--- src/rtl/sercom_uart_pkg.sv ---
package sercom_uart_pkg;

  typedef struct packed {
    logic eight;
    logic two_stop;
    logic par_even;
    logic par_en;
  } fmt_t;

  typedef enum logic [2:0] {PH_IDLE, PH_START, PH_DATA, PH_PAR, PH_STOP} phase_t;

  localparam logic [2:0] ADDR_FMT  = 3'd0;
  localparam logic [2:0] ADDR_DIVH = 3'd1;
  localparam logic [2:0] ADDR_DIVL = 3'd2;
  localparam logic [2:0] ADDR_CTL  = 3'd3;
  localparam logic [2:0] ADDR_DATA = 3'd4;
  localparam logic [2:0] ADDR_STAT = 3'd5;

  localparam int CTL_RXEN = 0;
  localparam int CTL_TXEN = 1;
  localparam int CTL_BRK  = 2;
  localparam int CTL_RXIE = 3;
  localparam int CTL_TXIE = 4;
  localparam int CTL_LOOP = 5;
  localparam int CTL_W    = 6;

  localparam int ST_OVR = 2;

  // Parity bit that completes the character to the selected sense.
  function automatic logic parity_bit(input logic [7:0] d, input fmt_t f);
    logic ones;
    ones = f.eight ? ^d : ^d[6:0];
    return ones ^ ~f.par_even;
  endfunction

endpackage

--- src/rtl/sercom_uart_baud.sv ---
module sercom_uart_baud #(
  parameter int DIV_W = 12
) (
  input  logic             clk,
  input  logic             rst_n,
  input  logic [DIV_W-1:0] div_i,
  output logic             tick_o
);
  logic [DIV_W-1:0] cnt_q;

  assign tick_o = (cnt_q >= div_i);

  always_ff @(posedge clk or negedge rst_n) begin
    if (!rst_n)      cnt_q <= '0;
    else if (tick_o) cnt_q <= '0;
    else             cnt_q <= cnt_q + 1'b1;
  end

  // with a nonzero divisor, ticks are never on adjacent cycles
  p_tick_gap_r2: assert property (@(posedge clk) disable iff (!rst_n)
    (tick_o && div_i != '0) |=> (!tick_o || div_i != $past(div_i)));
endmodule

--- src/rtl/sercom_uart_fifo.sv ---
module sercom_uart_fifo #(
  parameter int W     = 8,
  parameter int DEPTH = 8,
  localparam int AW   = (DEPTH > 1) ? $clog2(DEPTH) : 1,
  localparam int CW   = $clog2(DEPTH + 1)
) (
  input  logic          clk,
  input  logic          rst_n,
  input  logic          push_i,
  input  logic [W-1:0]  din_i,
  input  logic          pop_i,
  output logic [W-1:0]  head_o,
  output logic [CW-1:0] count_o,
  output logic          full_o,
  output logic          empty_o,
  output logic          drop_o
);
  logic [W-1:0]  mem [DEPTH];
  logic [AW-1:0] wp_q, rp_q;
  logic [CW-1:0] cnt_q;
  logic          do_pop, do_push;

  assign empty_o = (cnt_q == '0);
  assign full_o  = (cnt_q == CW'(DEPTH));
  assign do_pop  = pop_i && !empty_o;
  assign do_push = push_i && (!full_o || do_pop);
  assign drop_o  = push_i && !do_push;
  assign head_o  = mem[rp_q];
  assign count_o = cnt_q;

  function automatic logic [AW-1:0] bump(input logic [AW-1:0] p);
    return (p == AW'(DEPTH - 1)) ? '0 : p + 1'b1;
  endfunction

  always_ff @(posedge clk) begin
    if (do_push) mem[wp_q] <= din_i;
  end

  always_ff @(posedge clk or negedge rst_n) begin
    if (!rst_n) begin
      wp_q <= '0; rp_q <= '0; cnt_q <= '0;
    end else begin
      if (do_push) wp_q <= bump(wp_q);
      if (do_pop)  rp_q <= bump(rp_q);
      case ({do_push, do_pop})
        2'b10:   cnt_q <= cnt_q + 1'b1;
        2'b01:   cnt_q <= cnt_q - 1'b1;
        default: cnt_q <= cnt_q;
      endcase
    end
  end

  p_no_overflow_r10: assert property (@(posedge clk) disable iff (!rst_n)
    cnt_q <= CW'(DEPTH));
  p_drop_full_r10: assert property (@(posedge clk) disable iff (!rst_n)
    drop_o |=> full_o);
endmodule

--- src/rtl/sercom_uart_tx.sv ---
module sercom_uart_tx
  import sercom_uart_pkg::*;
#(
  parameter int OVS = 16,
  localparam int TW = $clog2(OVS)
) (
  input  logic       clk,
  input  logic       rst_n,
  input  logic       tick_i,
  input  logic       en_i,
  input  fmt_t       fmt_i,
  input  logic       avail_i,
  input  logic [7:0] data_i,
  output logic       pop_o,
  output logic       line_o,
  output logic       busy_o
);
  phase_t        ph_q;
  logic [TW-1:0] tcnt_q;
  logic [2:0]    idx_q;
  logic [7:0]    sh_q;
  logic          pbit_q, stop2_q, line_q;
  fmt_t          fmt_q;

  assign pop_o  = (ph_q == PH_IDLE) && tick_i && en_i && avail_i;
  assign line_o = line_q;
  assign busy_o = (ph_q != PH_IDLE);

  always_ff @(posedge clk or negedge rst_n) begin
    if (!rst_n) begin
      ph_q <= PH_IDLE; tcnt_q <= '0; idx_q <= '0; sh_q <= '0;
      pbit_q <= 1'b0; stop2_q <= 1'b0; line_q <= 1'b1; fmt_q <= '0;
    end else if (ph_q == PH_IDLE) begin
      line_q <= 1'b1;
      if (pop_o) begin
        ph_q   <= PH_START;
        line_q <= 1'b0;
        sh_q   <= data_i;
        pbit_q <= parity_bit(data_i, fmt_i);
        fmt_q  <= fmt_i;
        tcnt_q <= '0;
      end
    end else if (tick_i) begin
      if (tcnt_q != TW'(OVS - 1)) begin
        tcnt_q <= tcnt_q + 1'b1;
      end else begin
        tcnt_q <= '0;
        case (ph_q)
          PH_START: begin
            ph_q <= PH_DATA; idx_q <= '0;
            line_q <= sh_q[0]; sh_q <= sh_q >> 1;
          end
          PH_DATA: begin
            if (idx_q == (fmt_q.eight ? 3'd7 : 3'd6)) begin
              stop2_q <= 1'b0;
              if (fmt_q.par_en) begin ph_q <= PH_PAR;  line_q <= pbit_q; end
              else              begin ph_q <= PH_STOP; line_q <= 1'b1;   end
            end else begin
              idx_q <= idx_q + 1'b1;
              line_q <= sh_q[0]; sh_q <= sh_q >> 1;
            end
          end
          PH_PAR: begin ph_q <= PH_STOP; line_q <= 1'b1; end
          PH_STOP: begin
            if (fmt_q.two_stop && !stop2_q) stop2_q <= 1'b1;
            else                            ph_q <= PH_IDLE;
          end
          default: ph_q <= PH_IDLE;
        endcase
      end
    end
  end

  // the start bit is always low on the line
  p_start_low_r3: assert property (@(posedge clk) disable iff (!rst_n)
    (ph_q == PH_START) |-> !line_o);
endmodule

--- src/rtl/sercom_uart_rx.sv ---
module sercom_uart_rx
  import sercom_uart_pkg::*;
#(
  parameter int OVS = 16,
  localparam int TW = $clog2(OVS)
) (
  input  logic       clk,
  input  logic       rst_n,
  input  logic       tick_i,
  input  logic       en_i,
  input  fmt_t       fmt_i,
  input  logic       line_i,
  output logic       push_o,
  output logic [7:0] char_o,
  output logic       pe_o,
  output logic       fe_o
);
  phase_t        ph_q;
  logic [TW-1:0] tcnt_q;
  logic [2:0]    idx_q;
  logic [7:0]    sh_q, chr, char_q;
  logic          prev_q, pbit_q, stop2_q, fe_acc_q;
  logic          push_q, pe_q, fe_q;
  fmt_t          fmt_q;

  assign chr    = fmt_q.eight ? sh_q : {1'b0, sh_q[7:1]};
  assign push_o = push_q;
  assign char_o = char_q;
  assign pe_o   = pe_q;
  assign fe_o   = fe_q;

  always_ff @(posedge clk or negedge rst_n) begin
    if (!rst_n) begin
      ph_q <= PH_IDLE; tcnt_q <= '0; idx_q <= '0; sh_q <= '0; char_q <= '0;
      prev_q <= 1'b1; pbit_q <= 1'b0; stop2_q <= 1'b0; fe_acc_q <= 1'b0;
      push_q <= 1'b0; pe_q <= 1'b0; fe_q <= 1'b0; fmt_q <= '0;
    end else begin
      push_q <= 1'b0;
      prev_q <= line_i;
      if (!en_i) begin
        ph_q <= PH_IDLE;
      end else if (ph_q == PH_IDLE) begin
        if (prev_q && !line_i) begin
          ph_q <= PH_START; tcnt_q <= '0; fmt_q <= fmt_i;
        end
      end else if (tick_i) begin
        tcnt_q <= tcnt_q + 1'b1;
        if (ph_q == PH_START) begin
          if (tcnt_q == TW'(OVS / 2 - 1)) begin
            tcnt_q <= '0;
            if (line_i) ph_q <= PH_IDLE;
            else begin ph_q <= PH_DATA; idx_q <= '0; fe_acc_q <= 1'b0; end
          end
        end else if (tcnt_q == TW'(OVS - 1)) begin
          tcnt_q <= '0;
          case (ph_q)
            PH_DATA: begin
              sh_q <= {line_i, sh_q[7:1]};
              if (idx_q == (fmt_q.eight ? 3'd7 : 3'd6)) begin
                stop2_q <= 1'b0;
                ph_q <= fmt_q.par_en ? PH_PAR : PH_STOP;
              end else begin
                idx_q <= idx_q + 1'b1;
              end
            end
            PH_PAR: begin pbit_q <= line_i; ph_q <= PH_STOP; end
            PH_STOP: begin
              if (fmt_q.two_stop && !stop2_q) begin
                stop2_q <= 1'b1;
                fe_acc_q <= fe_acc_q | !line_i;
              end else begin
                ph_q   <= PH_IDLE;
                push_q <= 1'b1;
                char_q <= chr;
                pe_q   <= fmt_q.par_en && (parity_bit(chr, fmt_q) != pbit_q);
                fe_q   <= fe_acc_q | !line_i;
              end
            end
            default: ph_q <= PH_IDLE;
          endcase
        end
      end
    end
  end

  // a received character is delivered as a single-cycle push
  p_push_single_r4: assert property (@(posedge clk) disable iff (!rst_n)
    push_o |=> !push_o);
endmodule

--- src/rtl/sercom_uart.sv ---
module sercom_uart
  import sercom_uart_pkg::*;
#(
  parameter int FIFO_DEPTH = 8,
  parameter int RX_LEVEL   = 4,
  parameter int TX_LEVEL   = 4,
  parameter int DIV_W      = 12,
  parameter int OVS        = 16
) (
  input  logic       clk,
  input  logic       rst_n,
  input  logic       reg_wr,
  input  logic       reg_rd,
  input  logic [2:0] reg_addr,
  input  logic [7:0] reg_wdata,
  output logic [7:0] reg_rdata,
  input  logic       rxd,
  output logic       txd,
  output logic       irq
);
  localparam int CNT_W  = $clog2(FIFO_DEPTH + 1);
  localparam int DIVH_W = DIV_W - 8;

  fmt_t              fmt_q;
  logic [DIVH_W-1:0] divh_q;
  logic [7:0]        divl_q;
  logic [CTL_W-1:0]  ctl_q;
  logic              ovr_q;
  logic [7:0]        rdata_q, rd_mux, status;

  logic              tick, tx_pop, tx_line, tx_busy, rx_push, rx_pe, rx_fe;
  logic [7:0]        tx_head, rx_char;
  logic [9:0]        rx_head;
  logic [CNT_W-1:0]  tx_cnt, rx_cnt;
  logic              tx_full, tx_empty, tx_drop, rx_full, rx_empty, rx_drop;
  logic              wr_data, rd_data, ovr_clr;
  logic [1:0]        sync_q;
  logic              rx_src;

  assign wr_data = reg_wr && (reg_addr == ADDR_DATA);
  assign rd_data = reg_rd && (reg_addr == ADDR_DATA);
  assign ovr_clr = reg_wr && (reg_addr == ADDR_STAT) && reg_wdata[ST_OVR];

  always_ff @(posedge clk or negedge rst_n) begin
    if (!rst_n) begin
      fmt_q <= '0; divh_q <= '0; divl_q <= '0; ctl_q <= '0; ovr_q <= 1'b0;
    end else begin
      if (reg_wr) begin
        case (reg_addr)
          ADDR_FMT:  fmt_q  <= reg_wdata[3:0];
          ADDR_DIVH: divh_q <= reg_wdata[DIVH_W-1:0];
          ADDR_DIVL: divl_q <= reg_wdata;
          ADDR_CTL:  ctl_q  <= reg_wdata[CTL_W-1:0];
          default: ;
        endcase
      end
      if (tx_drop || rx_drop) ovr_q <= 1'b1;
      else if (ovr_clr)       ovr_q <= 1'b0;
    end
  end

  assign status = {1'b0, rx_full, tx_empty && !tx_busy,
                   rx_head[9] && !rx_empty, rx_head[8] && !rx_empty,
                   ovr_q, tx_full, !rx_empty};

  always_comb begin
    case (reg_addr)
      ADDR_FMT:  rd_mux = {4'b0, fmt_q};
      ADDR_DIVH: rd_mux = {{(8 - DIVH_W){1'b0}}, divh_q};
      ADDR_DIVL: rd_mux = divl_q;
      ADDR_CTL:  rd_mux = {{(8 - CTL_W){1'b0}}, ctl_q};
      ADDR_DATA: rd_mux = rx_empty ? 8'h00 : rx_head[7:0];
      ADDR_STAT: rd_mux = status;
      default:   rd_mux = 8'h00;
    endcase
  end

  always_ff @(posedge clk or negedge rst_n) begin
    if (!rst_n)      rdata_q <= 8'h00;
    else if (reg_rd) rdata_q <= rd_mux;
  end
  assign reg_rdata = rdata_q;

  sercom_uart_baud #(.DIV_W(DIV_W)) u_baud (
    .clk(clk), .rst_n(rst_n), .div_i({divh_q, divl_q}), .tick_o(tick));

  sercom_uart_fifo #(.W(8), .DEPTH(FIFO_DEPTH)) u_txq (
    .clk(clk), .rst_n(rst_n), .push_i(wr_data), .din_i(reg_wdata),
    .pop_i(tx_pop), .head_o(tx_head), .count_o(tx_cnt),
    .full_o(tx_full), .empty_o(tx_empty), .drop_o(tx_drop));

  sercom_uart_tx #(.OVS(OVS)) u_tx (
    .clk(clk), .rst_n(rst_n), .tick_i(tick), .en_i(ctl_q[CTL_TXEN]),
    .fmt_i(fmt_q), .avail_i(!tx_empty), .data_i(tx_head),
    .pop_o(tx_pop), .line_o(tx_line), .busy_o(tx_busy));

  assign txd    = ctl_q[CTL_BRK] ? 1'b0 : tx_line;
  assign rx_src = ctl_q[CTL_LOOP] ? txd : rxd;

  always_ff @(posedge clk or negedge rst_n) begin
    if (!rst_n) sync_q <= 2'b11;
    else        sync_q <= {sync_q[0], rx_src};
  end

  sercom_uart_rx #(.OVS(OVS)) u_rx (
    .clk(clk), .rst_n(rst_n), .tick_i(tick), .en_i(ctl_q[CTL_RXEN]),
    .fmt_i(fmt_q), .line_i(sync_q[1]), .push_o(rx_push),
    .char_o(rx_char), .pe_o(rx_pe), .fe_o(rx_fe));

  sercom_uart_fifo #(.W(10), .DEPTH(FIFO_DEPTH)) u_rxq (
    .clk(clk), .rst_n(rst_n), .push_i(rx_push), .din_i({rx_fe, rx_pe, rx_char}),
    .pop_i(rd_data), .head_o(rx_head), .count_o(rx_cnt),
    .full_o(rx_full), .empty_o(rx_empty), .drop_o(rx_drop));

  assign irq = (ctl_q[CTL_RXIE] && (rx_cnt >= CNT_W'(RX_LEVEL))) ||
               (ctl_q[CTL_TXIE] && (tx_cnt <= CNT_W'(TX_LEVEL)));

  // with no frame in progress and no break, the line idles high
  p_idle_high_r3: assert property (@(posedge clk) disable iff (!rst_n)
    (!tx_busy && !ctl_q[CTL_BRK]) |-> txd);
  // a disabled transmitter never starts a frame
  p_tx_hold_r7: assert property (@(posedge clk) disable iff (!rst_n)
    (!ctl_q[CTL_TXEN] && !tx_busy) |=> !tx_busy);
  // overrun stays set until explicitly cleared
  p_overrun_sticky_r10: assert property (@(posedge clk) disable iff (!rst_n)
    (ovr_q && !ovr_clr) |=> ovr_q);
  // an empty transmit FIFO with its interrupt enabled requests service
  p_irq_tx_r11: assert property (@(posedge clk) disable iff (!rst_n)
    (ctl_q[CTL_TXIE] && tx_empty) |-> irq);
endmodule

--- config.mk ---
export PLATFORM = sky130hd
export DESIGN_NAME = sercom_uart
export DESIGN_NICKNAME = d
export VERILOG_FILES = /design/src/rtl/sercom_uart_pkg.sv /design/src/rtl/sercom_uart_baud.sv /design/src/rtl/sercom_uart_fifo.sv /design/src/rtl/sercom_uart_tx.sv /design/src/rtl/sercom_uart_rx.sv /design/src/rtl/sercom_uart.sv
export SDC_FILE = /design/constraint.sdc
export NUM_CORES = 1
export LEC_CHECK = 0
export ABC_AREA = 1
export BUFFER_PORTS_ARGS = -buffer_cell sky130_fd_sc_hd__buf_2
export CAP_MARGIN = 20
export CORE_MARGIN = 2
export CORE_UTILIZATION = 35
export DETAILED_ROUTE_END_ITERATION = 7
export GPL_ROUTABILITY_DRIVEN = 0
export PLACE_DENSITY = 0.48
export SYNTH_ARGS = -nofsm -noshare
export SYNTH_HDL_FRONTEND = slang
export SYNTH_SLANG_ARGS = --single-unit
--- constraint.sdc ---
create_clock -name clk -period 2.9 [get_ports clk]
set_input_delay 0 -clock clk [delete_from_list [all_inputs] [get_ports clk]]
set_output_delay 0 -clock clk [all_outputs]
set_load 0.01 [all_outputs]
==> metrics.txt <==
crit path DAT 3.09 ns; vias in the first global route 8936; largest net degree at the start of global routing 57; number of vias in the routed layout 9142; WP buf/inv 1; Worst Setup Path Type flop to flop; final worst path period share 92.40%; Slew Limit Fails 0; clk buf depth 3; Post-synth ARST share 46.67%; Gate power share 26.2%; CTS Root Cell clkbuf_16; CTS tree done; most frequent CP cell nand2_1; Netlist cell types 51; CORE AREA 35570 um^2; ANT nets after route 0; Via density 4.842; Die X 194.2 um; Worst Hold Class input port to async pin; Crit Path Max Fanout 4; area growth from synthesis to layout 15.88%; clock sinks 270; VDD IR max 0.4968 mV; post-synthesis compound-gate area fraction 10.56%; placed instance area 13460 um^2; Crit path required time 3.31 ns; crit path time final 2.680 ns; Cells after Synth 1322; outcome completed; ANT cells 0; Congestion Overflow GR 0; Finished Cell Area 14680 um^2; CTS buffer count 34; num rows 69; ranking of synthesized cells by area edfxtp_1, dfrtp_1, nand2_1; final core occ 41.27%; commonest cells in the netlist nand2_1, nor2_1, edfxtp_1; Worst Clk Skew 0.01384 ns; Syn Area/Cell 9.581 um^2; worst hold slack 0.02584 ns; Final Setup Violations 0; P per Cell Area 808.1 nW/um^2; EDFF count, synth 144; Post-Syn Area 12670 um^2; post-detail-place hpwl 21050 um; I/O pins 26; fmax 373.2 MHz; maxcap violations 0; Setup TNS 0 ns; Worst Max-Slew Pin Slew 0.7099 ns; slowest stage delay, CP 0.37 ns; #FFs+latches synth 270; Worst-path clk slew 0.06 ns; largest family of logic cells by synthesized area simple AND/OR/NAND/NOR gates; Pint 7.817 mW; first-pass GRT wire length 50850 um; Clk pwr share 33.4%; Seq pwr share 40.4%; mux share of post-synthesis cell area 0.1778%; Clock Latency Late Sink 0.52 ns; P_sw 4.044 mW; largest area contributor in the netlist edfxtp_1; detailed-route wire length per cell 16.96 um; starting density of the core 35.61%; final routed DRC violation total 0; Synth top area share 34.14%; Synthesis Warnings 0; H-tree depth 2; # fillers 3544; Nets 1450; Final Power 11.86 mW; First-pass DRT Iterations 8; Leak Pwr 6.312 nW; Fin. Hold Viols 0; Total GRT Usage 17.22%; PortBufs 25; layout cell share with drive strength beyond 1 11.84%; register area share after synthesis 59.07%; Starting DRT DRC Count 434; Sw Ratio 34.09%; Chip Height 194.2 um; Top FF cell, synth edfxtp_1; crit end category flop; CP max-delay cell dfrtp_1; worst path cell trace inv_1 > ha_1 > nand2_1 > nor2_2 > and2_1 > nand2_1 > nand4_2 > nand2_2 > nand2_1 > nand2_2 > ha_2 > ha_1 > nand2_1 > nor2_1 > a211oi_2 > nor2_1 > nor2_1 > nand2_1 > xor2_1; initial antenna violation count 0; Net Count, Synth 1371; Finished Layout Cells 1888; CP startpoint kind flop; Post-Place Worst Slack 0.07192 ns; Largest delay share family, worst path simple AND/OR/NAND/NOR gates; Die Area 37730 um^2; Slew HR 52.67%; Reg area 7482 um^2; placed cells 1809; final worst slack 0.2204 ns; Simple-Gate Fraction of Synth Area 19.10%; Post-Synth XOR/XNOR Area 1.521%; unrepaired setup endpoints after global routing no; drt total wl 32020 um; most common cell in the netlist nand2_1; post-synthesis adder-cell area fraction 3.378%; area of the multi-input gates 4419 um^2
==> registers in the layout, summed over array words and instances, names as in the netlist, 6 cells and up <==
signal        flops
u_txq.mem        64
u_tx.sh_q         8
ctl_q             6
u_baud.cnt_q     12
reg_rdata         8
divl_q            8
u_rxq.mem        80
u_rx.char_o       8
u_rx.sh_q         8
==> layout by cell type (no fill, tap or decap), types with 17 or more instances in the layout <==
cell type	instances
ha_1	29
buf_2	24
inv_1	128
o221ai_1	17
o21ai_1	34
nand2_1	298
nand3_1	74
nor2_1	145
inv_2	17
o21ai_0	127
a21oi_1	22
dfrtp_1	122
edfxtp_1	144
clkbuf_16	34
buf_4	41
==> logic make-up (layout without fill, tap and decap cells) <==
group | count (synthesis) | count (layout)
compound gates | 235 | 235
mux | 2 | 2
fa+ha+maj | 33 | 33
simple gates | 573 | 573
buf+inv | 187 | 292
flops | 270 | 270
xor+xnor | 22 | 22
==> worst paths after layout <==
path,startpoint,endpoint,slack (ns),depth (start not counted)
max,divh_q[1],u_txq.count_o[3],0.22,19
min,rst_n,u_txq.wp_q[0],0.03,2
max reg2reg,divh_q[1],u_txq.count_o[3],0.22,19
min reg2reg,sync_q[0],sync_q[1],0.36,0
max in group asynchronous,rst_n,u_txq.wp_q[2],2.07,3
min in group clk,reg_addr[1],reg_rdata[2],0.06,6
==> area by class of cell <==
type | instances | share of cell area (%)
multi-input cells | 865 | 30.11
inverters | 148 | 3.802
flip-flops and latches | 270 | 50.98
clock inverters | 14 | 0.7416
repair buffers | 82 | 4.151
well taps | 461 | 3.930
clock buffers | 48 | 6.291
==> power groups by stage <==
stage	Clock (mW)	Sequential (mW)	Combinational (mW)
after detailed placement	0	4.85	3.10
after global placement	0	4.85	3.08
after CTS	4.08	4.79	3.15
after global routing	4.22	4.85	3.62
after floorplan	0	4.76	2.25
final	3.96	4.79	3.11
==> worst reg2reg max path, stage by stage, from the launching register on <==
cell and delay, ns:
dfrtp_1 0.37, inv_1 0.06, ha_1 0.29, nand2_1 0.06, nor2_2 0.14, and2_1 0.14
nand2_1 0.06, nand4_2 0.09, nand2_2 0.09, nand2_1 0.08, nand2_2 0.06, ha_2 0.22
ha_1 0.27, nand2_1 0.06, nor2_1 0.04, a211oi_2 0.17, nor2_1 0.06, nor2_1 0.09
nand2_1 0.07, xor2_1 0.14
==> layer usage <==
layer / GRT usage (%) / part of all wire, % / up-vias
li1: - / - / 4624
met5: 0 / 0 / -
met2: 28.68 / 47 / 142
met4: 5.135 / 2.4 / 0
met1: 23.13 / 47 / 4326
met3: 2.783 / 3.8 / 50
==> repair_timing <==
| item | 4_1_cts | 5_1_grt |
|---|---|---|
| hold buffers | 15 | 0 |
| hold endpoints to repair | 186 | 0 |
| setup endpoints to repair | 0 | 2 |
| gates resized for setup | 0 | 4 |
| setup buffers | 0 | 2 |
(Power assumes the default switching activity.)
